===== config.mk =====
export PLATFORM = sky130hd
export DESIGN_NAME = sar_timing_seq
export DESIGN_NICKNAME = d
export VERILOG_FILES = /design/src/rtl/sar_seq_pkg.sv /design/src/rtl/tad_tick_gen.sv /design/src/rtl/sar_bit_core.sv /design/src/rtl/sar_timing_seq.sv
export SDC_FILE = /design/constraint.sdc
export NUM_CORES = 1
export LEC_CHECK = 0
export BUFFER_PORTS_ARGS = -buffer_cell sky130_fd_sc_hd__clkbuf_2
export CAP_MARGIN = 20
export CORE_UTILIZATION = 52
export DETAILED_ROUTE_END_ITERATION = 16
export PLACE_DENSITY_LB_ADDON = 0.15
export RECOVER_POWER = 25
export REMOVE_ABC_BUFFERS = 1
export SLEW_MARGIN = 20
export SYNTH_ARGS = -nofsm -noshare
export SYNTH_HDL_FRONTEND = slang
export SYNTH_HIERARCHICAL = 1
export SYNTH_SLANG_ARGS = --single-unit

===== constraint.sdc =====
create_clock -name clk -period 2.6 [get_ports clk]
set_input_delay 0.26 -clock clk [delete_from_list [all_inputs] [get_ports clk]]
set_output_delay 0.26 -clock clk [all_outputs]
set_load 0.01 [all_outputs]

===== src/rtl/sar_seq_pkg.sv =====
package sar_seq_pkg;
    localparam int RES_HI   = 12;
    localparam int RES_LO   = 10;
    localparam int SYNC_TAD = 2;
    localparam int LATCH_TAD = 2;

    typedef enum logic [1:0] {
        PH_IDLE,
        PH_SAMPLE,
        PH_SYNC,
        PH_CONV
    } phase_e;

    typedef struct packed {
        logic            m12;
        logic [RES_HI-1:0] acc;
    } conv_state_t;

    function automatic int conv_len(input logic m12);
        return (m12 ? RES_HI : RES_LO) + LATCH_TAD;
    endfunction

    function automatic logic [RES_HI-1:0] msb_mask(input logic m12);
        return m12 ? (RES_HI'(1) << (RES_HI-1)) : (RES_HI'(1) << (RES_LO-1));
    endfunction
endpackage


===== src/rtl/tad_tick_gen.sv =====
module tad_tick_gen #(
    parameter int DIV_W = 8
) (
    input  logic             clk,
    input  logic             rst,
    input  logic             restart,
    input  logic [DIV_W-1:0] div,
    output logic             tick
);
    logic [DIV_W-1:0] cnt;

    assign tick = (cnt == div);

    always_ff @(posedge clk) begin
        if (rst || restart)
            cnt <= '0;
        else if (cnt == div)
            cnt <= '0;
        else
            cnt <= cnt + 1'b1;
    end


    tick_spacing_chk: assert property (@(posedge clk) disable iff (rst)
        (tick && !restart && div != '0) |=> !tick);
endmodule


===== src/rtl/sar_bit_core.sv =====
module sar_bit_core
    import sar_seq_pkg::*;
(
    input  logic              clk,
    input  logic              rst,
    input  logic              load,
    input  logic              m12,
    input  logic              step,
    input  logic              cmp_hi,
    output logic [RES_HI-1:0] trial,
    output logic [RES_HI-1:0] acc
);
    logic [RES_HI-1:0] mask;

    assign trial = acc | mask;

    always_ff @(posedge clk) begin
        if (rst) begin
            acc  <= '0;
            mask <= '0;
        end else if (load) begin
            acc  <= '0;
            mask <= msb_mask(m12);
        end else if (step && mask != '0) begin
            if (cmp_hi)
                acc <= acc | mask;
            mask <= mask >> 1;
        end
    end


    mask_onehot_chk: assert property (@(posedge clk) disable iff (rst)
        $onehot0(mask));
endmodule


===== src/rtl/sar_timing_seq.sv =====
module sar_timing_seq
    import sar_seq_pkg::*;
#(
    parameter int DIV_W  = 8,
    parameter int SAMP_W = 8,
    parameter int CYC_W  = 18
) (
    input  logic              clk,
    input  logic              rst,
    input  logic              start,
    input  logic [DIV_W-1:0]  div_sel,
    input  logic [SAMP_W-1:0] samp_tad,
    input  logic              res12,
    input  logic              pump_cfg,
    input  logic              cmp_hi,
    output logic              sample_en,
    output logic [RES_HI-1:0] dac_code,
    output logic [RES_HI-1:0] result,
    output logic              done,
    output logic              busy,
    output logic [CYC_W-1:0]  conv_cycles,
    output logic              pump_en
);
    localparam int PH_W = (SAMP_W > 4) ? SAMP_W : 4;

    phase_e            state;
    logic [DIV_W-1:0]  div_q;
    logic [PH_W-1:0]   samp_q;
    logic              m12_q;
    logic [PH_W-1:0]   ph_cnt;
    logic [CYC_W-1:0]  cyc_cnt;
    logic              tick;
    logic              restart;
    logic              load_conv;
    logic              step;
    logic [RES_HI-1:0] trial;
    conv_state_t       cs;

    assign restart   = (state == PH_IDLE) && start;
    assign load_conv = (state == PH_SYNC) && tick && (ph_cnt == PH_W'(SYNC_TAD-1));
    assign step      = (state == PH_CONV) && tick;
    assign busy      = (state != PH_IDLE);
    assign sample_en = (state == PH_SAMPLE);
    assign dac_code  = (state == PH_CONV) ? trial : '0;
    assign cs.m12    = m12_q;

    tad_tick_gen #(.DIV_W(DIV_W)) i_tick (
        .clk     (clk),
        .rst     (rst),
        .restart (restart),
        .div     (div_q),
        .tick    (tick)
    );

    sar_bit_core i_core (
        .clk    (clk),
        .rst    (rst),
        .load   (load_conv),
        .m12    (m12_q),
        .step   (step),
        .cmp_hi (cmp_hi),
        .trial  (trial),
        .acc    (cs.acc)
    );

    always_ff @(posedge clk) begin
        if (rst) begin
            state       <= PH_IDLE;
            div_q       <= '0;
            samp_q      <= PH_W'(1);
            m12_q       <= 1'b0;
            ph_cnt      <= '0;
            cyc_cnt     <= '0;
            done        <= 1'b0;
            result      <= '0;
            conv_cycles <= '0;
            pump_en     <= 1'b0;
        end else begin
            pump_en <= pump_cfg;
            done    <= 1'b0;
            if (state == PH_IDLE) begin
                if (start) begin
                    state   <= PH_SAMPLE;
                    div_q   <= div_sel;
                    samp_q  <= (samp_tad == '0) ? PH_W'(1) : PH_W'(samp_tad);
                    m12_q   <= res12;
                    ph_cnt  <= '0;
                    cyc_cnt <= '0;
                end
            end else begin
                cyc_cnt <= cyc_cnt + 1'b1;
                if (tick) begin
                    ph_cnt <= ph_cnt + 1'b1;
                    case (state)
                        PH_SAMPLE: if (ph_cnt == samp_q - 1'b1) begin
                            state  <= PH_SYNC;
                            ph_cnt <= '0;
                        end
                        PH_SYNC: if (ph_cnt == PH_W'(SYNC_TAD-1)) begin
                            state  <= PH_CONV;
                            ph_cnt <= '0;
                        end
                        PH_CONV: if (ph_cnt == PH_W'(conv_len(cs.m12) - 1)) begin
                            state       <= PH_IDLE;
                            ph_cnt      <= '0;
                            done        <= 1'b1;
                            result      <= cs.acc;
                            conv_cycles <= cyc_cnt + 1'b1;
                        end
                        default: ph_cnt <= '0;
                    endcase
                end
            end
        end
    end


    done_pulse_chk: assert property (@(posedge clk) disable iff (rst)
        done |=> !done);


    result_hold_chk: assert property (@(posedge clk) disable iff (rst)
        (!busy && !start) |=> $stable(result));


    sample_dac_quiet_chk: assert property (@(posedge clk) disable iff (rst)
        sample_en |-> (dac_code == '0));


    busy_start_ignored_chk: assert property (@(posedge clk) disable iff (rst)
        (state == PH_SAMPLE && start) |=> busy);


    pump_follow_chk: assert property (@(posedge clk) disable iff (rst)
        1'b1 |=> (pump_en == $past(pump_cfg)));
endmodule


### After elaboration in Yosys (flattened, before gate mapping)

Index checks and enable logic that the tools add are counted.
Widths: inputs -> output; s select.

| storage, ports and cells | value |
|---|---|
| input bits | 22 |
| register bits | 109 |
| logic and storage cells | 78 |

| cells by class | value |
|---|---|
| equality and inequality tests | 11 |
| muxes and demuxes | 23 |
| reductions and logical operators | 21 |
| $add $sub $neg | 6 |
| bitwise gates (word level) | 4 |

Operators by type and width:

| kind | count |
|---|---|
| $mux 8 | 7 |
| $mux 12 | 4 |
| $mux 18 | 2 |
| $eq 8x8->1 | 3 |
| $pmux 8 s3 | 1 |
| $add 18x1->18 const B | 1 |
| $add 8x1->8 const B | 2 |
| $mux 2 | 6 |
| $or 12x12->12 | 1 |
| $reduce_bool 12->1 | 1 |
| $eq 8x1->1 const B | 1 |
| $logic_not 8->1 | 1 |
| $sub 8x1->8 const B | 1 |
| $ne 3x2->1 const B | 2 |
| $pmux 2 s3 | 1 |
| $reduce_and 2->1 | 3 |
| $reduce_and 6->1 | 1 |
| $reduce_bool 2->1 | 3 |
| $sub 5x1->6 const B | 1 |
| $add 4x2->5 const B | 1 |
| $logic_and 1x1->1 | 5 |
| $eq 2x2->1 const B | 2 |
| $reduce_and 4->1 | 1 |
| $reduce_bool 4->1 | 1 |
| 10 further kinds | 13 |

### Longest topological paths before layout

Gate-level depths: netlist of run 1.

| depth | value |
|---|---|
| depth after elaboration | 8 |
| depth in mapped cells | 11 |
| mapped depth without buffers | 9 |

### Modules after synthesis

The synthesis of run 1 kept the hierarchy.

Modules (own cells, without submodules):

| module | cells each | area each (µm²) | sequential area each (µm²) | times used |
|---|---|---|---|---|
| sar_timing_seq | 479 | 3,799.9 | 1,541.5 | 1 |
| sar_bit_core | 93 | 898.4 | 480.5 | 1 |
| tad_tick_gen | 45 | 452.9 | 160.2 | 1 |

### Worst setup path after synthesis of run 1

No wires, ideal clock.

| timing | value |
|---|---|
| path type | register to register |
| start | register i_tick.cnt[6] |
| end | register state[1] |
| cell stages (with the launch flop) | 10 |
| period minus slack after synthesis | 2.491 ns |
| data arrival time | 2.363 ns |
| setup time | 0.128 ns |
| setup slack | 0.109 ns |
| cells stage by stage | dfxtp_1 > xor2_1 > nor4_2 > and2_1 > nor2b_1 > o31ai_1 > a222oi_1 > a21boi_2 > mux2i_1 > nor2_1 |

| on the way | value |
|---|---|
| longest elaborated chain between the ends | 3 |

RTL lines:

| element | RTL line | text |
|---|---|---|
| start, declared | tad_tick_gen.sv:10 | `logic [DIV_W-1:0] cnt;` |
| start signal, assigned | tad_tick_gen.sv:20 | `cnt <= cnt + 1'b1;` |
| $eq 8x8->1 | tad_tick_gen.sv:12 | `assign tick = (cnt == div);` |
| net tick | sar_timing_seq.sv:32 | `logic tick;` |
| $reduce_bool 2->1 (no line) | n/a |  |
| $reduce_and 6->1 (no line) | n/a |  |
| end signal, assigned | sar_timing_seq.sv:68 | `state <= PH_IDLE;` |
| end signal, assigned | sar_timing_seq.sv:83 | `state <= PH_SAMPLE;` |
| end signal, assigned | sar_timing_seq.sv:96 | `state <= PH_SYNC;` |
| end, declared | sar_timing_seq.sv:26 | `phase_e state;` |

The timed path passes the listed nets, and every way through them passes these cells.
A chain may end at the register's enable or synchronous reset.

### Worst setup path after layout of run 1

| timing | value |
|---|---|
| start | register i_tick.cnt[4] |
| end | register ph_cnt[2] |

| on the way | value |
|---|---|
| longest elaborated chain between the ends | 3 |

RTL lines:

| element | RTL line | text |
|---|---|---|
| $eq 8x8->1 | tad_tick_gen.sv:12 |  |
| net tick | sar_timing_seq.sv:32 |  |
| $reduce_bool 2->1 (no line) | n/a |  |
| $reduce_and 2->1 (no line) | n/a |  |
| end signal, assigned | sar_timing_seq.sv:93 | `ph_cnt <= ph_cnt + 1'b1;` |
| end, declared | sar_timing_seq.sv:30 | `logic [PH_W-1:0] ph_cnt;` |

The timed path passes the listed nets, and every way through them passes these cells.

==> results.md, run 1 <==
* Part of the cycle the worst path needs at 92.7%
* Worst-margin pin slew at 887 ps
* Sum of net half-perimeters after detailed placement at 7.41 mm
* Part of the power in registers at 47.8%
* Kind of path behind the tightest hold check: primary input to register
* Design Power at 3.91 mW
* Pin count of the biggest net entering global routing at 48
* Number of distinct library cells after synthesis at 63
* Remaining antenna violation count at 0
* Clock transition time at the flip-flop clock pins of the worst setup and hold paths at 120 ps
* Leading cell types in the layout, fill and taps excluded: dfxtp_1 (108), nand2_1 (89), nor2_1 (79)
* Setup_tns at 0 ps
* Crit path kind: register to register
* I/O pin total at 68
* Number of buffers created by CTS at 9
* Relative slew slack at 40.9%
* Total power divided by cell area at 682 nW/um^2
* Number of synthesized register bits at 109
* Logic depth of the worst register-to-register path at 9
* Clock Root Buffer: clkbuf_8
* Number of clock sinks seen by CTS at 109
* Post-detailed-route DRC marker count at 0
* Antenna violations before repair at 0
* Fill cell count at 893
* Final non-filler cell total at 801
* Crit path capture type: register
* Peak supply drop at 0.000356 V
* Total of buffers placed on input and output ports at 67
* Overall die height at 102 um
* Design area at 5730 um^2
* FFs w/ async S/R, synth at 0%
* Arrival time at the worst endpoint at 2680 ps
* Primary flip-flop cell chosen by synthesis mapping: dfxtp_1
* Clock skew after layout at 22.1 ps
* Average via count per standard cell at 5.37
* Capturing point of the worst reg2reg path: ph_cnt[2]$_SDFFE_PP0P_
* Synthesized area divided by synthesized cell count at 8.35 um^2
* Cells on Worst Hold Path at 2
* Worst Hold Slack at 82.9 ps
* Worst r2r src: i_tick/cnt[4]$_SDFF_PP0_
* GR Overflow Total at 0
* Routed via count at 4305
* Number of detailed-route iterations in the first pass at 4
* Critical path peak fanout at 6
* Reg2reg setup slack at 190 ps
* Fraction of layout instances using a drive strength above 1 at 13.8%
* Setup slack after layout at 190 ps
* Number of global-route vias before repair at 4065
* Status: finished, final reports clean
* Standby leakage power at 2.15 nW
* Syn-to-layout area delta at 11.2%
* Part of the power in the clock network at 26.6%
* Placement Setup Slack at 191 ps
* Total global routing track utilization at 22.8%
* Crit path required time at 2870 ps
* Final number of setup-violating endpoints at 0
* Std-Cell Core Area at 9420 um^2
* Number of cells in the design after placement at 785
* Endpoints failing hold at 0
* Max Slew Vio Count at 0
* Core Util, Final at 60.8%
* Number of buffers inserted by post-CTS setup repair at 0
* Startpoint type of the worst setup path: register
* Clk Latency, worst-skew pair at 370 ps
* Register Area at 2180 um^2
* Max-cap violation count at 0
* Sequential share of the synthesized area at 42.4%
* Buffer levels on the longest clock path at 2
* Diodes inserted at 0
* Cell Rows at 35
* Number of nets in the finished design at 701
* Final worst path period need at 2410 ps
* Fmax achieved at 415 MHz
* Post-placement cell area at 5570 um^2
* Synthesized netlist cell count at 617
* Global-route wire length before repair at 18.8 mm
* Initial Utilization at 54.7%
* Proportion of power drawn by combinational gates at 25.6%
* Cell area after synthesis at 5150 um^2
* Final wirelength at 10.9 mm
* Total number of yosys warnings at 6
* Initial drt markers at 136
* CTS H-tree lvls at 3
* RePlAce Congestion at 0.818
* Multi-input combinational cell area at 2740 um^2
* Number of flops mapped to enable cells by yosys at 0
* P_int at 2.53 mW
* Commonest non-fill, non-tap cell in the layout: dfxtp_1
* Reported net switching power at 1.37 mW
* Switching power as a share of total power at 35.1%
* Unrepaired setup endpoints after global routing: false
* Average wire per cell in the routed design at 13.6 um
* Startpoint of the lowest-slack hold path: pump_cfg
* Overall die width at 102 um
* Die area at 10300 um^2
* Sink of the worst hold path: pump_en$_SDFF_PP0_
* CTS tree: built
sequential cells by signal, indices dropped and copies added (netlist names):
signal / flops
conv_cycles: 18
cyc_cnt: 18
i_core/acc: 12
i_core/mask: 12
result: 12
div_q: 8
i_tick/cnt: 8
ph_cnt: 8
samp_q: 8
state: 2
done: 1
m12_q: 1
pump_en: 1
worst max path at each step:
stage	startpoint	to	slack, ps	depth (start not counted)
after floorplan	i_tick/cnt[6]$_SDFF_PP0_	conv_cycles[0]$_SDFFE_PP0P_	-310	7
after global placement	samp_q[0]$_SDFFE_PP1P_	state[1]$_SDFFE_PP0P_	200	9
after detailed placement	samp_q[0]$_SDFFE_PP1P_	state[1]$_SDFFE_PP0P_	190	9
after CTS	samp_q[0]$_SDFFE_PP1P_	ph_cnt[2]$_SDFFE_PP0P_	140	9
after global routing	i_tick/cnt[4]$_SDFF_PP0_	ph_cnt[2]$_SDFFE_PP0P_	10	9
final	i_tick/cnt[4]$_SDFF_PP0_	ph_cnt[2]$_SDFFE_PP0P_	190	9
repair_timing:
item	CTS	global route
setup endpoints to repair	0	4
resized for setup	0	2
hold buffers	0	0
cell families (layout without fill, tap and decap cells):
kind of cell / after synthesis / count (layout) / share of synthesized area, %
multiplexers: 12 / 12 / 2.36
flip-flops: 109 / 109 / 42.4
buffers and inverters: 52 / 107 / 4.49
AND/OR/NAND/NOR: 257 / 257 / 23.7
adder cells (fa/ha/maj): 12 / 12 / 2.91
XOR/XNOR: 39 / 39 / 6.63
AO/OA/AOI/OAI: 136 / 136 / 17.5
metal layers:
| metal | share of wire [%] | vias to the layer above | GRT usage, % |
|---|---|---|---|
| li1 | - | 2227 | - |
| met1 | 50 | 1994 | 30.8 |
| met2 | 46 | 80 | 37.4 |
| met3 | 3.7 | 4 | 4.00 |
| met4 | 0.70 | 0 | 6.58 |
| met5 | 0 | - | 0 |
power by group through the flow:
stage / Combinational, mW / Sequential [mW] / Clock [mW]
after floorplan: 0.689 / 1.88 / 0
after global placement: 0.962 / 1.90 / 0
after detailed placement: 0.997 / 1.90 / 0
after CTS: 1.00 / 1.86 / 1.07
after global routing: 1.13 / 1.88 / 1.14
final: 1.00 / 1.87 / 1.04
layout make-up:
class / count / share of cell area (%)
Clock buffer: 10 / 2.40
Clock inverter: 6 / 1.11
Inverter: 11 / 0.721
Multi-Input combinational cell: 456 / 47.8
Sequential cell: 109 / 38.1
Tap cell: 129 / 2.82
Timing Repair Buffer: 80 / 6.99
worst max-delay path, cell delays in order (launching register included):
cell	delay, ps
dfxtp_1	360
xor2_1	180
nor4_2	300
and2_1	230
nor2b_2	270
nand2_1	110
o32a_1	440
a211oi_2	240
o21ai_1	100
o31ai_2	90
synth_stat cells (2+ instances only):
cell type  count  share of area [%]
ha_1          12                2.9
buf_6          2               0.44
and2_1        14                1.7
and3_1        10                1.2
nor3_1         5               0.49
dfxtp_1      109                 42
o31ai_1        2               0.29
a211oi_1      24                3.5
o2111ai_1      2               0.34
o21ai_1        5               0.49
or2_2         14                1.7
nand4_1        2               0.24
nor3b_1        4               0.58
nor2_1        79                5.8
xnor2_1       16                2.7
nor2b_1        5               0.61
a21o_1         2               0.29
o21a_1         2               0.29
nor4_1         4               0.49
o22a_1         6                1.0
nand2_1       89                6.5
buf_2         14                1.4
inv_1         10               0.73
nor4_2         2               0.49
a31oi_1       14                1.7
a22oi_1        7                1.0
a221oi_1       2               0.34
o21ai_0       13                1.3
nand3_1       13                1.3
buf_1          2               0.15
xor2_1        23                3.9
mux2i_1       11                2.1
or3_1          3               0.36
a21oi_1       44                4.3
a211o_1        2               0.34
clkbuf_1      22                1.6
No activity file was read; power rests on OpenSTA's default activity.
==> run 2: changes to the inputs <==
- CAP_MARGIN: 20 -> 10
- CORE_MARGIN: not set -> 2
==> results.md, run 2 (same netlist as run 1, synthesis figures left out) <==
* Kind of path behind the tightest hold check: primary input to register (unchanged)
* Global-route wire length before repair at 18.9 mm (was 18.8 mm)
* Total of buffers placed on input and output ports at 67 (unchanged)
* Fraction of layout instances using a drive strength above 1 at 13.4% (was 13.8%)
* Standby leakage power at 2.15 nW (about the same)
* Clk Latency, worst-skew pair at 380 ps (was 370 ps)
* Critical Path Slowest Stage Cell: dfxtp_1 (was o32a_1)
* Critical path peak fanout at 8 (was 6)
* Clock transition time at the flip-flop clock pins of the worst setup and hold paths at 110 ps (was 120 ps)
* I/O pin total at 68 (unchanged)
* Sum of net half-perimeters after detailed placement at 7.58 mm (was 7.41 mm)
* CTS Hold Buffers Added at 0 (unchanged)
* Number of nets in the finished design at 700 (was 701)
* Post-detailed-route DRC marker count at 0 (unchanged)
* Proportion of power drawn by combinational gates at 25.2% (was 25.6%)
* Arrival time at the worst endpoint at 2680 ps (about the same)
* Average via count per standard cell at 5.41 (was 5.37)
* Part of the cycle the worst path needs at 93.2% (was 92.7%)
* Largest registers ranked by flip-flop count: conv_cycles x18, cyc_cnt x18 (unchanged)
* Core Util, Final at 59.1% (was 60.8%)
* Die area at 10700 um^2 (was 10300 um^2)
* Pin count of the biggest net entering global routing at 48 (unchanged)
* Routed via count at 4346 (was 4305)
* Switching power as a share of total power at 33.6% (was 35.1%)
* Initial drt markers at 144 (was 136)
* Worst-margin pin slew at 1300 ps (was 887 ps)
* Number of buffers created by CTS at 9 (unchanged)
* Part of the power in the clock network at 27.3% (was 26.6%)
* Max-cap violation count at 0 (unchanged)
* Final number of setup-violating endpoints at 0 (unchanged)
* Diodes inserted at 0 (unchanged)
* Crit path kind: register to register (unchanged)
* Final worst path period need at 2420 ps (was 2410 ps)
* Overall die width at 104 um (was 102 um)
* Max Slew Vio Count at 0 (unchanged)
* Part of the power in registers at 47.6% (was 47.8%)
* Setup_tns at 0 ps (unchanged)
* Number of clock sinks seen by CTS at 109 (unchanged)
* Std-Cell Core Area at 9680 um^2 (was 9420 um^2)
* Initial Utilization at 53.2% (was 54.7%)
* Relative slew slack at 13.2% (was 40.9%)
* Cell breakdown of the critical path: inv_1 -> ha_1 -> o21bai_1 -> a2111o_1 -> o311ai_1 -> o32a_1 -> a211oi_2 -> o21ai_1 -> o31ai_2 (was xor2_1 -> nor4_2 -> and2_1 -> nor2b_2 -> nand2_1 -> o32a_1 -> a211oi_2 -> o21ai_1 -> o31ai_2)
* Post-placement cell area at 5570 um^2 (about the same)
* Startpoint type of the worst setup path: register (unchanged)
* Final wirelength at 10.9 mm (about the same)
* Crit path required time at 2850 ps (was 2870 ps)
* Remaining antenna violation count at 0 (unchanged)
* Design area at 5730 um^2 (unchanged)
* Peak supply drop at 0.000347 V (was 0.000356 V)
* GR Overflow Total at 0 (unchanged)
* Crit-path max cell delay at 480 ps (was 440 ps)
* Fmax achieved at 413 MHz (was 415 MHz)
* Clock skew after layout at 14.3 ps (was 22.1 ps)
* Commonest non-fill, non-tap cell in the layout: dfxtp_1 (unchanged)
* Total global routing track utilization at 21.0% (was 22.8%)
* Unrepaired setup endpoints after global routing: false (unchanged)
* Syn-to-layout area delta at 11.2% (unchanged)
* Status: finished, final reports clean (unchanged)
* Cell Rows at 36 (was 35)
* Leading cell types in the layout, fill and taps excluded: dfxtp_1 (109), nand2_1 (89), nor2_1 (79) (was dfxtp_1 (108), nand2_1 (89), nor2_1 (79))
* Crit path capture type: register (unchanged)
* CTS H-tree lvls at 3 (unchanged)
* Number of global-route vias before repair at 4172 (was 4065)
* Total power divided by cell area at 684 nW/um^2 (was 682 nW/um^2)
* Average wire per cell in the routed design at 13.5 um (was 13.6 um)
* Reported net switching power at 1.31 mW (was 1.37 mW)
* Antenna violations before repair at 0 (unchanged)
* CTS tree: built (unchanged)
* Buffer levels on the longest clock path at 2 (unchanged)
* Number of detailed-route iterations in the first pass at 4 (unchanged)
* RePlAce Congestion at 0.844 (was 0.818)
* Clock Root Buffer: clkbuf_8 (unchanged)
* P_int at 2.60 mW (was 2.53 mW)
* Endpoints failing hold at 0 (unchanged)
* Overall die height at 104 um (was 102 um)
[run 2: changes by cell type in the layout (fill, tap and decap cells not counted)]
cell / before / now
dfxtp_1: 108 / 109
buf_4: 11 / 10
clkinvlp_4: 1 / 0
clkbuf_1: 34 / 35
clkbuf_2: 34 / 33
bufinv_16: 0 / 1
inv_8: 2 / 1
clkinv_2: 0 / 2
dfxtp_2: 1 / 0
clkinv_8: 1 / 0
[run 2: final timing paths]
path / slack [ps] / endpoint / cells past startpoint / from
max reg2reg: 180 / ph_cnt[2]$_SDFFE_PP0P_ / 9 / samp_q[0]$_SDFFE_PP1P_
max: 180 / ph_cnt[2]$_SDFFE_PP0P_ / 9 / samp_q[0]$_SDFFE_PP1P_
min: 80 / pump_en$_SDFF_PP0_ / 2 / pump_cfg
min reg2reg: 460 / result[4]$_SDFFE_PP0P_ / 2 / result[4]$_SDFFE_PP0P_
[run 2: stage by stage]
step	hold slack [ps]	setup slack (ps)	cells	total power, mW
after floorplan	329	-307	576	2.57
after global placement	441	261	788	2.86
after detailed placement	448	160	788	2.88
after CTS	65.9	133	804	3.96
after global routing	88.8	2.19	804	4.16
final	82.7	178	804	3.92
[run 2: what timing repair did]
action,in CTS,in global routing
gates resized for setup,0,1
setup buffers,0,0
setup endpoints to repair,0,16
[run 2: critical path, delay by kind of cell, from the launching register on]
kind            cells  cell delay, ps
compound gates      7            1440
flops               1             480
fa+ha+maj           1             310
buf+inv             1              80
[run 2: cell type report]
type                    count  area, um^2
fillers                   937        3960
flip-flops and latches    109        2180
clock inverters             6        68.8
clock buffers              10         138
inverters                  11        41.3
multi-input cells         456        2740
repair buffers             79         392
well taps                 133         166
[run 2: routing by layer]
metal  vias to the layer above  GRT usage [%]  part of all wire [%]
met2                        85           34.9                    47
met1                      2029           27.3                    48
met5                         -              0                     0
met3                        19           3.59                   3.7
li1                       2213              -                     -
met4                         0           8.49                   1.8
[run 2: power by group through the flow]
stage,Sequential (mW),Combinational (mW),Clock (mW)
3_3_place_gp,1.90,0.958,0
4_1_cts,1.86,0.987,1.11
3_5_place_dp,1.90,0.981,0
6_report,1.86,0.986,1.07
5_1_grt,1.88,1.11,1.17
2_1_floorplan,1.88,0.689,0
==> run 3: changes to the inputs <==
--- a/config.mk
+++ b/config.mk
@@ -8,4 +8,5 @@
 export BUFFER_PORTS_ARGS = -buffer_cell sky130_fd_sc_hd__clkbuf_2
 export CAP_MARGIN = 10
+export CORE_ASPECT_RATIO = 0.9
 export CORE_MARGIN = 2
 export CORE_UTILIZATION = 52
==> constraint.sdc (replaced) <==
create_clock -name clk -period 2.6 [get_ports clk]
set_input_delay 0.52 -clock clk [delete_from_list [all_inputs] [get_ports clk]]
set_output_delay 0.52 -clock clk [all_outputs]
set_load 0.01 [all_outputs]
==> results.md, run 3 (same netlist as run 1, synthesis figures left out) <==
* Clock skew after layout at 10.7 ps (was 14.3 ps)
* Syn-to-layout area delta at 11.8% (was 11.2%)
* Sum of net half-perimeters after detailed placement at 7.54 mm (was 7.58 mm)
* P_int at 2.73 mW (was 2.60 mW)
* Buffer levels on the longest clock path at 2 (unchanged)
* Design Power at 4.00 mW (was 3.92 mW)
* Number of clock sinks seen by CTS at 109 (unchanged)
* Number of buffers inserted by post-CTS setup repair at 0 (unchanged)
* Setup_tns at 0 ps (unchanged)
* Global-route met3 utilization at 4.63% (was 3.59%)
* Peak-usage layer in the global routing report: met2 (unchanged)
* Number of detailed-route iterations in the first pass at 4 (unchanged)
* Part of the cycle the worst path needs at 92.6% (was 93.2%)
* GR Overflow Total at 0 (unchanged)
* Part of the power in registers at 46.6% (was 47.6%)
* Peak supply drop at 0.000459 V (was 0.000347 V)
* Std-Cell Core Area at 9660 um^2 (was 9680 um^2)
* Worst-margin pin slew at 790 ps (was 1300 ps)
* Total global routing track utilization at 21.0% (about the same)
* Standby leakage power at 2.18 nW (was 2.15 nW)
* Fraction of met2 tracks used by global routing at 33.3% (was 34.9%)
* Largest registers ranked by flip-flop count: conv_cycles x18, cyc_cnt x18 (unchanged)
* Crit path kind: register to register (unchanged)
* Total power divided by cell area at 695 nW/um^2 (was 684 nW/um^2)
* Clock transition time at the flip-flop clock pins of the worst setup and hold paths at 90 ps (was 110 ps)
* Routed via count at 4278 (was 4346)
* Diodes inserted at 0 (unchanged)
* Post-detailed-route DRC marker count at 0 (unchanged)
* Number of nets in the finished design at 701 (was 700)
* Average wire per cell in the routed design at 13.5 um (about the same)
* Reported net switching power at 1.27 mW (was 1.31 mW)
* Relative slew slack at 46.9% (was 13.2%)
* Antenna violations before repair at 0 (unchanged)
* Commonest non-fill, non-tap cell in the layout: dfxtp_1 (unchanged)
* Core Util, Final at 59.6% (was 59.1%)
* Crit path capture type: register (unchanged)
* Clock Root Buffer: clkbuf_8 (unchanged)
* I/O pin total at 68 (unchanged)
* Startpoint type of the worst setup path: register (unchanged)
* CTS H-tree lvls at 3 (unchanged)
* Global-route wire length before repair at 18.4 mm (was 18.9 mm)
* Initial drt markers at 167 (was 144)
* Status: finished, final reports clean (unchanged)
* Pin count of the biggest net entering global routing at 48 (unchanged)
* Number of global-route vias before repair at 3913 (was 4172)
* Average via count per standard cell at 5.36 (was 5.41)
* Number of buffers created by CTS at 9 (unchanged)
* Fraction of layout instances using a drive strength above 1 at 14.0% (was 13.4%)
* Switching power as a share of total power at 31.8% (was 33.6%)
* Grt met1 use at 29.3% (was 27.3%)
* Arrival time at the worst endpoint at 2680 ps (about the same)
* Initial Utilization at 53.3% (was 53.2%)
* Proportion of power drawn by combinational gates at 25.0% (was 25.2%)
* Final wirelength at 10.8 mm (was 10.9 mm)
* Kind of path behind the tightest hold check: primary input to register (unchanged)
* RePlAce Congestion at 0.800 (was 0.844)
* Crit path required time at 2870 ps (was 2850 ps)
* Number of gates given a new drive strength after cts at 0 (unchanged)
* Endpoints failing hold at 0 (unchanged)
* Unrepaired setup endpoints after global routing: false (unchanged)
* Max-cap violation count at 0 (unchanged)
* Overall die width at 109 um (was 104 um)
* Final worst path period need at 2410 ps (was 2420 ps)
* Die area at 10700 um^2 (about the same)
* Leading cell types in the layout, fill and taps excluded: dfxtp_1 (109), nand2_1 (89), nor2_1 (79) (unchanged)
* Overall die height at 98.4 um (was 104 um)
* CTS tree: built (unchanged)
* Final number of setup-violating endpoints at 0 (unchanged)
* Remaining antenna violation count at 0 (unchanged)
* Fmax achieved at 415 MHz (was 413 MHz)
* Clk Latency, worst-skew pair at 370 ps (was 380 ps)
* Total of buffers placed on input and output ports at 67 (unchanged)
* Max Slew Vio Count at 0 (unchanged)
* Part of the power in the clock network at 28.4% (was 27.3%)
* Cell Rows at 34 (was 36)
* CTS Hold Buffers Added at 0 (unchanged)
* Worst Hold Slack at 369 ps (was 82.7 ps)
* Critical path peak fanout at 8 (unchanged)
run 3: final cells by class:
class                      instances  area, um^2
multi-input combinational        456        2750
clock buffer                      12         155
inverter                          11        41.3
timing repair buffer              80         405
tap                              126         158
fill                             901        3900
clock inverter                     4        70.1
sequential                       109        2180
run 3: per-layer routing:
metal / vias to the layer above / part of all wire, %
met4: 0 / 0.85
li1: 2224 / -
met5: - / 0
met3: 8 / 3.8
met1: 1984 / 50
met2: 62 / 45
run 3: power by group through the flow:
stage | clock, mW | combinational, mW | sequential (mW)
after global placement | 0 | 0.956 | 1.90
after detailed placement | 0 | 0.986 | 1.90
after floorplan | 0 | 0.689 | 1.88
final | 1.14 | 1.00 | 1.86
after CTS | 1.17 | 0.990 | 1.86
after global routing | 1.23 | 1.14 | 1.88
run 3: worst max-delay path: stages (launching register included):
cell and delay [ps]:
dfxtp_1 480, inv_1 80, ha_1 310, o21bai_1 200, a2111o_1 430, o311ai_1 100
o211ai_1 190, a21boi_2 240, nor2_1 70, a211oi_1 230
run 3: path summary, 6_finish.rpt:
path,slack (ps),startpoint,endpoint,depth (start not counted)
worst max-delay path,190,samp_q[0]$_SDFFE_PP1P_,state[0]$_SDFFE_PP0P_,9
worst min-delay path,370,pump_cfg,pump_en$_SDFF_PP0_,2
worst max register to register,190,samp_q[0]$_SDFFE_PP1P_,state[0]$_SDFFE_PP0P_,9
worst min register to register,460,result[0]$_SDFFE_PP0P_,result[0]$_SDFFE_PP0P_,2
run 3: through the flow:
step	setup WS, ps	instance area [um^2]	instances
after floorplan	-307	4960	576
after global placement	246	5560	782
after detailed placement	174	5560	782
after CTS	153	5790	798
after global routing	8.62	5760	798
final	191	5760	798
